--- config.mk ---
export PLATFORM = sky130hd
export DESIGN_NAME = rex_smu
export DESIGN_NICKNAME = d
export VERILOG_FILES = /design/src/rtl/rex_pkg.sv /design/src/rtl/rex_cell.sv /design/src/rtl/rex_exchange.sv /design/src/rtl/rex_argmin.sv /design/src/rtl/rex_smu.sv
export SDC_FILE = /design/constraint.sdc
export NUM_CORES = 1
export LEC_CHECK = 0
export BUFFER_PORTS_ARGS = -buffer_cell sky130_fd_sc_hd__buf_2
export CAP_MARGIN = 20
export CORE_MARGIN = 3
export CORE_UTILIZATION = 35
export CTS_CLUSTER_DIAMETER = 30
export DETAILED_ROUTE_END_ITERATION = 6
export SLEW_MARGIN = 20
export SYNTH_ARGS = -nofsm -noshare
export SYNTH_HDL_FRONTEND = slang
export SYNTH_SLANG_ARGS = --single-unit
export TNS_END_PERCENT = 10
--- constraint.sdc ---
create_clock -name clk -period 8.02 [get_ports clk]
set_input_delay 2.005 -clock clk [delete_from_list [all_inputs] [get_ports clk]]
set_output_delay 2.005 -clock clk [all_outputs]
set_load 0.01 [all_outputs]
--- src/rtl/rex_pkg.sv ---
package rex_pkg;

    localparam int unsigned REX_STATES   = 16;
    localparam int unsigned REX_WINDOW   = 32;
    localparam int unsigned REX_METRIC_W = 8;

    // Lower of the two predecessors of a state: shift the state left, drop the top bit.
    function automatic int unsigned pred_base(input int unsigned n, input int unsigned states);
        return (n * 2) % states;
    endfunction

endpackage

--- src/rtl/rex_cell.sv ---
module rex_cell #(
    parameter int unsigned WINDOW  = 32,
    parameter logic        NEW_BIT = 1'b0
) (
    input  logic              clk,
    input  logic              rst_n,
    input  logic              clear_i,
    input  logic              advance_i,
    input  logic              sel_i,
    input  logic [WINDOW-1:0] pred0_i,
    input  logic [WINDOW-1:0] pred1_i,
    output logic [WINDOW-1:0] surv_o,
    output logic              drop_o
);

    logic [WINDOW-1:0] pick;
    logic [WINDOW-1:0] surv_d;
    logic [WINDOW-1:0] surv_q;

    assign pick   = sel_i ? pred1_i : pred0_i;
    // Oldest bit of the chosen path: it leaves the window on this step.
    assign drop_o = pick[WINDOW-1];
    assign surv_o = surv_q;

    always_comb begin
        surv_d = surv_q;
        if (clear_i) begin
            surv_d = '0;
        end else if (advance_i) begin
            surv_d = {pick[WINDOW-2:0], NEW_BIT};
        end
    end

    always_ff @(posedge clk or negedge rst_n) begin
        if (!rst_n) begin
            surv_q <= '0;
        end else begin
            surv_q <= surv_d;
        end
    end

endmodule

--- src/rtl/rex_exchange.sv ---
module rex_exchange
    import rex_pkg::*;
#(
    parameter int unsigned N_STATES = REX_STATES,
    parameter int unsigned WINDOW   = REX_WINDOW
) (
    input  logic                clk,
    input  logic                rst_n,
    input  logic                clear_i,
    input  logic                advance_i,
    input  logic [N_STATES-1:0] decision_i,
    output logic [N_STATES-1:0] drop_o,
    output logic [WINDOW-1:0]   home_o
);

    logic [WINDOW-1:0] surv [N_STATES];

    for (genvar n = 0; n < N_STATES; n++) begin : g_state
        localparam int unsigned P0      = pred_base(n, N_STATES);
        localparam int unsigned P1      = P0 + 1;
        localparam logic        NEW_BIT = (n >= N_STATES / 2);

        rex_cell #(
            .WINDOW (WINDOW),
            .NEW_BIT(NEW_BIT)
        ) u_cell (
            .clk      (clk),
            .rst_n    (rst_n),
            .clear_i  (clear_i),
            .advance_i(advance_i),
            .sel_i    (decision_i[n]),
            .pred0_i  (surv[P0]),
            .pred1_i  (surv[P1]),
            .surv_o   (surv[n]),
            .drop_o   (drop_o[n])
        );
    end

    assign home_o = surv[0];

endmodule

--- src/rtl/rex_argmin.sv ---
module rex_argmin
    import rex_pkg::*;
#(
    parameter int unsigned N_STATES = REX_STATES,
    parameter int unsigned METRIC_W = REX_METRIC_W
) (
    input  logic [N_STATES*METRIC_W-1:0]  metrics_i,
    output logic [$clog2(N_STATES)-1:0]   best_o
);

    localparam int unsigned SB = $clog2(N_STATES);

    logic [METRIC_W-1:0] lead_m;

    // Strict less-than keeps the lowest index among equal metrics.
    always_comb begin
        best_o = '0;
        lead_m = metrics_i[METRIC_W-1:0];
        for (int i = 1; i < N_STATES; i++) begin
            if (metrics_i[i*METRIC_W +: METRIC_W] < lead_m) begin
                lead_m = metrics_i[i*METRIC_W +: METRIC_W];
                best_o = SB'(i);
            end
        end
    end

endmodule

--- src/rtl/rex_smu.sv ---
module rex_smu
    import rex_pkg::*;
#(
    parameter int unsigned N_STATES = REX_STATES,
    parameter int unsigned WINDOW   = REX_WINDOW,
    parameter int unsigned METRIC_W = REX_METRIC_W
) (
    input  logic                         clk,
    input  logic                         rst_n,
    input  logic                         frame_start_i,
    input  logic                         step_valid_i,
    input  logic                         frame_last_i,
    input  logic [N_STATES-1:0]          decision_i,
    input  logic [N_STATES*METRIC_W-1:0] path_metrics_i,
    output logic                         bit_o,
    output logic                         bit_valid_o,
    output logic                         frame_done_o
);

    localparam int unsigned SB = $clog2(N_STATES);
    localparam int unsigned CW = $clog2(WINDOW + 1);
    localparam int unsigned IW = $clog2(WINDOW);

    typedef struct packed {
        logic [CW-1:0] fill;
        logic          flushing;
        logic [CW-1:0] flush_cnt;
        logic          out_bit;
        logic          out_valid;
        logic          done;
    } ctl_t;

    ctl_t                ctl_d;
    ctl_t                ctl_q;
    logic                advance;
    logic                flushing;
    logic [SB-1:0]       best;
    logic [N_STATES-1:0] drop_bits;
    logic [WINDOW-1:0]   home_surv;
    logic [IW-1:0]       flush_idx;

    assign flushing  = ctl_q.flushing;
    assign advance   = step_valid_i && !frame_start_i && !ctl_q.flushing;
    assign flush_idx = IW'(ctl_q.flush_cnt - CW'(1));

    rex_argmin #(
        .N_STATES(N_STATES),
        .METRIC_W(METRIC_W)
    ) u_argmin (
        .metrics_i(path_metrics_i),
        .best_o   (best)
    );

    rex_exchange #(
        .N_STATES(N_STATES),
        .WINDOW  (WINDOW)
    ) u_exchange (
        .clk       (clk),
        .rst_n     (rst_n),
        .clear_i   (frame_start_i),
        .advance_i (advance),
        .decision_i(decision_i),
        .drop_o    (drop_bits),
        .home_o    (home_surv)
    );

    always_comb begin
        ctl_d           = ctl_q;
        ctl_d.out_valid = 1'b0;
        ctl_d.done      = 1'b0;
        if (frame_start_i) begin
            ctl_d = '0;
        end else if (ctl_q.flushing) begin
            // Drain the state 0 survivor, oldest held bit first.
            ctl_d.out_valid = 1'b1;
            ctl_d.out_bit   = home_surv[flush_idx];
            ctl_d.flush_cnt = ctl_q.flush_cnt - CW'(1);
            if (ctl_q.flush_cnt == CW'(1)) begin
                ctl_d.flushing = 1'b0;
                ctl_d.done     = 1'b1;
                ctl_d.fill     = '0;
            end
        end else if (step_valid_i) begin
            if (ctl_q.fill == CW'(WINDOW)) begin
                ctl_d.out_valid = 1'b1;
                ctl_d.out_bit   = drop_bits[best];
            end else begin
                ctl_d.fill = ctl_q.fill + CW'(1);
            end
            if (frame_last_i) begin
                ctl_d.flushing  = 1'b1;
                ctl_d.flush_cnt = ctl_d.fill;
            end
        end
    end

    always_ff @(posedge clk or negedge rst_n) begin
        if (!rst_n) begin
            ctl_q <= '0;
        end else begin
            ctl_q <= ctl_d;
        end
    end

    assign bit_o        = ctl_q.out_bit;
    assign bit_valid_o  = ctl_q.out_valid;
    assign frame_done_o = ctl_q.done;

endmodule

# Word-level counts from Yosys, hierarchy flattened
# Cells that the tools add are included.
dict set report totals {
  output_inout_bits 3
  input_bits 149
  ff_bits 528
  word_cells 145
}
dict set report classes {
  addsub 2
  n_eq_ne 3
  mux 90
  reduce_logical 11
  n_lt_le_gt_ge 17
}
# cell n
set ops {}
lappend ops {{32-bit two-way mux} 48}
lappend ops {{8-bit < comparator} 15}
lappend ops {{8-bit two-way mux} 14}
lappend ops {{4-bit two-way mux} 8}
lappend ops {{15-bit two-way mux} 2}
lappend ops {{16-bit two-way mux} 1}
lappend ops {{7-bit two-way mux} 2}
lappend ops {{3-bit two-way mux} 4}
lappend ops {{3-bit nonzero test} 3}
lappend ops {{6-bit by 1-bit adder with 6-bit output, second input constant} 1}
lappend ops {{6-bit by 1-bit equality test with 1-bit output, second input constant} 1}
lappend ops {{6-bit equality test, second input constant} 1}
lappend ops {{5-bit by 6-bit < comparator with 1-bit output, second input constant} 1}
lappend ops {{2-bit two-way mux} 3}
lappend ops {{6-bit two-way mux} 1}
lappend ops {{2-bit AND reduction} 3}
lappend ops {{6-bit by 1-bit subtractor with 6-bit output, second input constant} 1}
lappend ops {{1-bit binary-select mux with 5-bit select} 1}
lappend ops {{4-bit by 5-bit < comparator with 1-bit output, second input constant} 1}
lappend ops {{1-bit two-way mux} 5}
lappend ops {{1-bit binary-select mux with 4-bit select} 1}
lappend ops {{3-bit by 2-bit inequality test with 1-bit output, second input constant} 1}
lappend ops {{1-bit logical AND} 2}
lappend ops {{1-bit zero test} 2}
lappend ops {{2-bit nonzero test} 1}

# Logic depth before layout (Yosys ltp)
# Gate-level depths: netlist of the first run.
dict set report logic_depth {
  ltp_word 36
  mapped_depth 153
  depth_no_buf 139
}

# Hierarchy
# A second synthesis of the first run with hierarchy kept.
dict set report hier_totals {
  cells_unflattened 3214
  area_unflattened_um2 32347.3
}
# module seq_area_each_um2 area_per_inst_um2 cells_per_inst n_inst
set modules_own_cells {}
lappend modules_own_cells {{rex_cell (u_exchange.g_state[10].u_cell ...)} 800.8 1594.0 142 8}
lappend modules_own_cells {{rex_cell (u_exchange.g_state[0].u_cell ...)} 775.7 1571.5 141 8}
lappend modules_own_cells {rex_argmin 0.0 5571.6 797 1}
lappend modules_own_cells {rex_smu 400.4 1451.4 153 1}

# Least setup slack after synthesis of the first run
# Ideal clock, no wire load.
dict set report synth_path {
  kind {input to register}
  from {in path_metrics_i[2]}
  to {reg ctl_q, in the netlist bit_o}
  setup_slack_ps -20258
  path_buffers 14
  required_time_ps 7892
  stages 145
  setup_ps 128
  t_arrival_ps 28150
  path_cell_list {inv_1 -> ha_1 -> o21a_1 -> o2111a_1 -> a21oi_4 -> clkbuf_1 -> a21oi_1 -> ha_1 -> and4_1 -> and2_1 -> o2111ai_1 -> o221ai_1 -> a221o_1 -> clkbuf_1 -> nor2_1 -> a21oi_1 -> inv_1 -> ha_1 -> [... 109 more ...] -> nand2_1 -> nor3_1 -> a21o_1 -> buf_2 -> clkbuf_1 -> nor2_1 -> a21oi_1 -> ha_1 -> a21o_1 -> a21o_1 -> a221oi_1 -> nor4bb_1 -> a21o_1 -> or2_1 -> buf_6 -> mux4_2 -> o211ai_1 -> o31ai_1}
}
dict set report synth_between {
  elab_chain_cells 36
  word_cells_on_any_way 50
  classes_between {order compare (15); mux (35)}
}
# item line
set synth_rtl {}
lappend synth_rtl {{start: declaration} rex_smu.sv:14} ;# input logic [N_STATES*METRIC_W-1:0] path_metrics_i,
lappend synth_rtl {{8-bit < comparator} rex_argmin.sv:20} ;# if (metrics_i[i*METRIC_W +: METRIC_W] < lead_m) begin
lappend synth_rtl {{8-bit two-way mux} rex_argmin.sv:20}
lappend synth_rtl {{8-bit < comparator} rex_argmin.sv:20}
lappend synth_rtl {{8-bit two-way mux} rex_argmin.sv:20}
lappend synth_rtl {{8-bit < comparator} rex_argmin.sv:20}
lappend synth_rtl {{8-bit two-way mux} rex_argmin.sv:20}
lappend synth_rtl {{8-bit < comparator} rex_argmin.sv:20}
lappend synth_rtl {{8-bit two-way mux} rex_argmin.sv:20}
lappend synth_rtl {{[... 20 more ...]} -}
lappend synth_rtl {{8-bit < comparator} rex_argmin.sv:20}
lappend synth_rtl {{4-bit two-way mux *} rex_argmin.sv:20}
lappend synth_rtl {{1-bit binary-select mux with 4-bit select *} rex_smu.sv:86} ;# ctl_d.out_bit = drop_bits[best];
lappend synth_rtl {{1-bit two-way mux (not written as such) *} rex_smu.sv:86}
lappend synth_rtl {{2-bit two-way mux *} rex_smu.sv:84} ;# if (ctl_q.fill == CW'(WINDOW)) begin
lappend synth_rtl {{15-bit two-way mux *} rex_smu.sv:83} ;# end else if (step_valid_i) begin
lappend synth_rtl {{15-bit two-way mux *} rex_smu.sv:73} ;# end else if (ctl_q.flushing) begin
lappend synth_rtl {{16-bit two-way mux *} rex_smu.sv:71} ;# if (frame_start_i) begin
lappend synth_rtl {{end signal: assignment} rex_smu.sv:101} ;# ctl_q <= ctl_d;
lappend synth_rtl {{end: declaration} rex_smu.sv:34} ;# ctl_t ctl_q;
# Mark *: on every way between the ends. The rest lies on a longest branch, timed or not. The select of a mux whose other input is x is not followed.
# A chain may end at the register's enable or synchronous reset.

# Worst setup path in the final report of the first run
# Ends and elaborated chain as after synthesis.

==> qor.yml, run 1 <==
logic_synthesis:
  synthTopCellsByArea: "dfrtp_1 (44%), mux2i_1 (18%), o21ai_0 (8.9%)"
  syn_nets: 3162
  synth-seq-cells: 489
  ys_seq_area_frac: 0.4391
  synth_area_leader_cell: "dfrtp_1"
  syn_area_mm2: 0.02787
  synth-edff-count: 0
  synth-main-ff-cell: "dfrtp_1"
  post-synth-top-count-cell: "nand2_1"
  yosys-top-cells-count: "nand2_1 (525), o21ai_0 (496), dfrtp_1 (489), mux2i_1 (489), clkbuf_1 (140)"
  synth_top_area_share: 0.4391
  synthDistinctLibCells: 90
  ys.warnings.count: 0
  synth_cells: 2928
  synth.avg_cell_area_um2: 9.518
  async_reset_ff_frac: 1.000
sta:
  max_freq_ghz: 0.04065
  worst-slew-pin-transition_ps: 1132
  min_period_ps: 24600
  finalMaxSlewViolations: 0
  finalSetupViolCount: 1
  hold_viol: 0
  worst_slack_ps: -16580
  period_share: 3.067
  slew_headroom: 0.2455
  hold_slack_ps: 495.4
  rsz0062_at_grt: "true"
  fin_skew_ps: 23.03
critical_path:
  crit_fanout: 7
  crit_type: "in -> reg"
  r2r_cells: 8
  reg2reg_setup_slack_ps: 4640
  slowest_delay_ps: 480
  worstPathArrival_ps: 25090
  crit_top_cell: "a21o_1"
  timing.rr.end: "bit_o"
  end_kind: "flop"
  cpMaxStageDelayCell: "mux4_2"
  cp-start-kind: "input port"
  rr_startpoint: "ctl_q[3]"
  cp.required_ps: 8510
power_and_ir_drop:
  p_leak_nw: 17.30
  powerDensity_mw_per_mm2: 373.9
  power_w: 0.01366
  ir_worst_vdd_v: 0.0003937
global_route:
  grt_pass1_wl_mm: 124.4
  antenna_found_initial: 6
  grt_pass1_vias: 23530
  overflow: 0
  grt_use_total: 0.1816
  grt_start_max_net_pins: 208
route:
  wl_per_cell_um: 16.88
  ant_nets: 0
  drt_iter0_drc: 1507
  drtPass1Iterations: 7
  drc: 0
  vias: 23220
  drt-vias-per-instance: 5.150
  drt-total-wl_mm: 76.10
clock_tree:
  cts_tree: "yes"
  cts.reportedPaths.clkPinSlew_ps: 40
  cts_buffer_depth: 3
  insertion_delay_ps: 640
  root_buffer: "clkbuf_16"
  clock-sinks: 489
  htree_levels: 3
  postCtsHoldBufs: 0
  cts_buffers: 102
floorplanning:
  row_count: 102
  io_pins: 152
  fp.dieW_um: 288.2
  die_h_um: 288.2
  core_mm2: 0.07810
  dieArea_mm2: 0.08305
  start_util: 0.3568
worst_hold_path:
  min_to: "u_exchange.g_state[10].u_cell.surv_o[21]"
  min_path_cells: 2
  hp-class: "reg -> reg"
  min_from: "u_exchange.g_state[10].u_cell.surv_o[21]"
placed_design:
  routabilityCongestion: 0.8732
  place_area_mm2: 0.03228
  port_buffers: 151
  post-dp-hpwl_mm: 49.98
  pre_cts_ws_ps: -17690
status:
  outcome: "finished with violations"
  violations: "setup timing"
layout:
  final_area_mm2: 0.03655
  num-nets-final: 3613
  area_growth_pct: 31.13
  drive_gt1_frac: 0.2571
job:
  cap_viol_max_count: 0
==> flip-flops by register name, summed over array words and instances, names as in the netlist <==
signal                            cells
frame_done_o                          1
u_exchange.g_state.u_cell.surv_o    473
bit_o                                 1
ctl_q                                12
bit_valid_o                           1
flushing                              1
==> cell type report <==
cell class / count / area (µm²)
flip-flops and latches: 489 / 12240
inverters: 102 / 385.4
fillers: 7301 / 41560
well taps: 1040 / 1301
repair buffers: 527 / 3714
clock buffers: 143 / 2958
multi-input cells: 2157 / 15340
clock inverters: 44 / 594.3
diodes: 6 / 15.01
==> placed cells by master (no fill, tap or decap), types with 8 or more instances in the layout <==
master,netlist,layout
a211oi_1,8,8
a21o_1,31,30
a21oi_1,74,50
a21oi_2,0,21
a31oi_1,16,15
a32o_1,18,18
and2_1,14,12
and3_1,15,9
buf_12,0,9
buf_2,4,151
buf_4,1,362
bufinv_16,0,11
clkbuf_1,140,17
clkbuf_16,0,103
clkbuf_8,0,23
clkinv_2,0,14
clkinvlp_4,0,8
dfrtp_1,489,489
ha_1,85,71
ha_4,0,14
inv_1,102,94
maj3_1,10,10
mux2_2,35,14
mux2_4,1,22
mux2i_1,489,474
mux2i_2,0,9
mux4_2,9,9
nand2_1,525,520
nand3_1,21,20
nand4_1,11,11
nor2_1,89,78
nor2_2,1,9
nor2b_1,11,11
nor3_1,17,13
o211ai_1,14,14
o21a_1,10,10
o21ai_0,496,481
o21ai_1,2,12
xnor2_1,10,10
==> layer usage <==
layer  up-vias  wire (µm)  global-route usage
li1      11370          -                   -
met1     11360      36510              0.2527
met2       382      35320              0.2945
met3       111       2425             0.02628
met4         0       1847             0.05294
met5         -          0                   0
==> cell families (layout without fill, tap and decap cells) <==
family | count (synthesis) | count (layout) | share of synthesized area
AND/OR/NAND/NOR | 750 | 752 | 0.1136
other | 0 | 6 | 0
multiplexers | 536 | 536 | 0.1984
AO/OA/AOI/OAI | 759 | 759 | 0.1634
adder cells (fa/ha/maj) | 95 | 95 | 0.04175
buffers and inverters | 284 | 816 | 0.03910
XOR/XNOR | 15 | 15 | 0.004714
flip-flops | 489 | 489 | 0.4391
==> report_power, final <==
part / total (W) / internal [W] / switching (W) / leakage [nW]
combinational: 0.00689 / 0.00365 / 0.00324 / 8.75
sequential: 0.00250 / 0.00249 / 0.0000152 / 6.82
clock: 0.00427 / 0.00291 / 0.00136 / 1.73
==> stage by stage <==
stage	utilization	setup TNS, ps	cells
after floorplan	-	-17600	2928
after global placement	0.4133	-17020	4268
after detailed placement	0.4133	-17690	4268
after CTS	0.4634	-16540	4484
after global routing	0.4679	-18200	4507
final	0.4679	-16580	4508
==> critical path, delay by kind of cell <==
kind / cells / cell delay [ps]
AOI/OAI and AO/OA: 54 / 9000
and+or+nand+nor: 35 / 4890
adders and majority gates: 15 / 3530
muxes: 11 / 3210
buffers and inverters: 23 / 2440
==> repair_timing <==
item / in CTS / in global routing
endpoints found under the setup margin: 1 / 1
buffers inserted: 26 / 19
cloned: 3 / 0
pin swaps: 36 / 28
gates resized for setup: 38 / 39
==> worst max path at each step <==
stage / start / to / slack [ps] / cells after the start
CTS: path_metrics_i[2] / bit_o / -16540 / 136
global placement: path_metrics_i[2] / bit_o / -17020 / 137
global route: path_metrics_i[5] / bit_o / -18200 / 142
detailed placement: path_metrics_i[2] / bit_o / -17690 / 138
finish: path_metrics_i[2] / bit_o / -16580 / 138
floorplan: path_metrics_i[2] / bit_o / -17600 / 145
(Power assumes the default switching activity.)
==> inputs of run 2 (changes only) <==
- CORE_ASPECT_RATIO: unset -> 0.5
- CTS_CLUSTER_DIAMETER: 30 -> 80
==> qor.yml, run 2 (synthesis gave the netlist of run 1 again) <==
floorplanning:
  row_count: 72  # -29%
  core_mm2: 0.07810  # unchanged
  dieArea_mm2: 0.08325  # +0.25%
  fp.dieW_um: 405.1  # +41%
  die_h_um: 205.5  # -29%
  io_pins: 152  # unchanged
  start_util: 0.3568  # unchanged
sta:
  worst-slew-pin-transition_ps: 1072  # -60.02 ps
  period_share: 3.063  # -0.004214
  worst_slack_ps: -16550  # +33.80 ps
  hold_viol: 0  # unchanged
  fin_skew_ps: 20.63  # -2.407 ps
  rsz0062_at_grt: "true"
  finalMaxSlewViolations: 0  # unchanged
  min_period_ps: 24570  # -33.80 ps
  fin_setup_tns_ps: -16550  # +33.80 ps
  slew_headroom: 0.2855  # +0.04002
  max_freq_ghz: 0.04071  # +0.14%
  finalSetupViolCount: 1  # unchanged
clock_tree:
  cts.reportedPaths.clkPinSlew_ps: 60  # +20 ps
  insertion_delay_ps: 600  # -40 ps
  cts_buffers: 50  # -51%
  clock-sinks: 489  # unchanged
  cts_tree: "yes"
  htree_levels: 2  # -1
  cts_buffer_depth: 3  # unchanged
  root_buffer: "clkbuf_16"
critical_path:
  cp-start-kind: "input port"
  cp-startpoint: "path_metrics_i[2]"
  crit_top_cell: "ha_4"
  slowest_delay_ps: 440  # -40 ps
  rr_startpoint: "ctl_q[3]"
  end_kind: "flop"
  cpMaxStageDelayCell: "or4_4"
  worstPathArrival_ps: 25060  # -30 ps
  crit_type: "in -> reg"
  cp.required_ps: 8510  # about the same
  crit_fanout: 8  # +1
status:
  violations: "setup timing"
  outcome: "finished with violations"
route:
  ant_nets: 0  # unchanged
  wl_met2_mm: 36.95  # +4.6%
  drt-vias-per-instance: 5.175  # +0.49%
  topRoutingLayerUsed: "met5"
  drt-total-wl_mm: 77.14  # +1.4%
  drtPass1Iterations: 5  # -2
  drc: 0  # unchanged
  vias: 23010  # -0.87%
  wl_per_cell_um: 17.35  # +2.7%
  wl_met1_mm: 37.01  # +1.4%
  drt_iter0_drc: 1445  # -4.1%
  wl_met3_mm: 2.029  # -16%
power_and_ir_drop:
  netSwitchingFraction: 0.3705  # +0.03261
  p_int_w: 0.007700  # -15%
  power_frac_clock: 0.189  # -0.124
  p_leak_nw: 16.62  # -3.9%
  powerDensity_mw_per_mm2: 345.3  # -7.6%
  ir_worst_vdd_v: 0.0003788  # -3.8%
  power_w: 0.01223  # -10%
  comb_power_share: 0.607  # +0.103
  pwr-share-seq: 0.204  # +0.021
  switchingPower_w: 0.004532  # -1.8%
layout:
  final_area_mm2: 0.03543  # -3.1%
  fillers: 7433  # +1.8%
  drive_gt1_frac: 0.2668  # +0.009707
  multi_input_area_mm2: 0.01583  # +3.2%
  area_growth_pct: 27.12
  utilization: 0.4536  # -0.01434
  num-nets-final: 3612  # -0.028%
  antenna_cells: 0  # -6
  layout_common_cells: "nand2_1 (514), dfrtp_1 (489), o21ai_0 (480), mux2i_1 (476), buf_4 (411)"
  final_common_cell: "nand2_1"
  seqCellArea_mm2: 0.01224  # unchanged
  largest_reg_flops: 473  # unchanged
job:
  cap_viol_max_count: 0  # unchanged
worst_hold_path:
  min_from: "u_exchange.g_state[15].u_cell.surv_o[0]"
  hp-class: "reg -> reg"
global_route:
  grt_pass1_wl_mm: 123.3  # -0.96%
  overflow: 0  # unchanged
  antenna_found_initial: 2  # -4
  grt_pass1_vias: 22900  # -2.7%
  grt_use_total: 0.1793  # -0.002293
  grt_start_max_net_pins: 217  # +4.3%
placed_design:
  port_buffers: 151  # unchanged
  routabilityCongestion: 0.8513  # -2.5%
  place_area_mm2: 0.03232  # +0.12%
  pre_cts_ws_ps: -18410  # -717.4 ps
  post-dp-hpwl_mm: 51.54  # +3.1%
==> run 2: area by class of cell <==
| type | instances | share of cell area |
|---|---|---|
| sequential | 489 | 0.3454 |
| clock buffer | 71 | 0.04012 |
| clock inverter | 14 | 0.004874 |
| timing repair buffer | 576 | 0.1150 |
| inverter | 102 | 0.01116 |
| tap | 1036 | 0.03659 |
| multi-input combinational | 2159 | 0.4468 |
==> run 2: per-stage QoR <==
stage | cells | hold WS [ps]
2_1_floorplan | 2928 | 457.8
3_3_place_gp | 4278 | 479.4
3_5_place_dp | 4278 | 488.7
4_1_cts | 4401 | 502.2
5_1_grt | 4447 | 520.6
6_report | 4447 | 499.4
==> run 2: power groups by stage <==
stage | combinational (W) | clock, W | sequential (W)
2_1_floorplan | 0.00379 | 0 | 0.00253
3_3_place_gp | 0.00607 | 0 | 0.00254
3_5_place_dp | 0.00613 | 0 | 0.00254
4_1_cts | 0.00667 | 0.00237 | 0.00249
5_1_grt | 0.00813 | 0.00247 | 0.00249
6_report | 0.00742 | 0.00232 | 0.00249
==> run 2: final timing paths <==
| path | cells after the start | endpoint | slack (ps) |
|---|---|---|---|
| setup / recovery | 131 | bit_o | -16550 |
| hold / removal | 2 | u_exchange.g_state[15].u_cell.surv_o[0] | 500 |
| setup reg to reg | 8 | bit_o | 4570 |
| hold reg to reg | 2 | u_exchange.g_state[15].u_cell.surv_o[0] | 500 |
| max in group asynchronous | 3 | u_exchange.g_state[11].u_cell.surv_o[23] | 4910 |
| min in group asynchronous | 1 | u_exchange.g_state[7].u_cell.surv_o[22] | 1380 |
==> run 2: worst max-delay path, delay by kind of cell <==
| family | cells | cell delay, ps |
|---|---|---|
| compound gates | 37 | 7220 |
| simple gates | 42 | 6630 |
| fa+ha+maj | 15 | 3560 |
| buf+inv | 26 | 2830 |
| mux | 11 | 2800 |
==> run 2: repair_timing <==
item	CTS	global route
endpoints found under the hold margin	0	0
hold buffers	0	0
endpoints found under the setup margin	1	1
gates cloned	3	1
setup buffers	35	46
resized for setup	42	131
pin swaps	29	108
==> run 2: routing by layer <==
| layer | track usage | vias to the layer above |
|---|---|---|
| li1 | - | 11280 |
| met3 | 0.01483 | 73 |
| met4 | 0.03796 | 2 |
| met5 | 0 | - |
| met1 | 0.2515 | 11360 |
| met2 | 0.3038 | 301 |
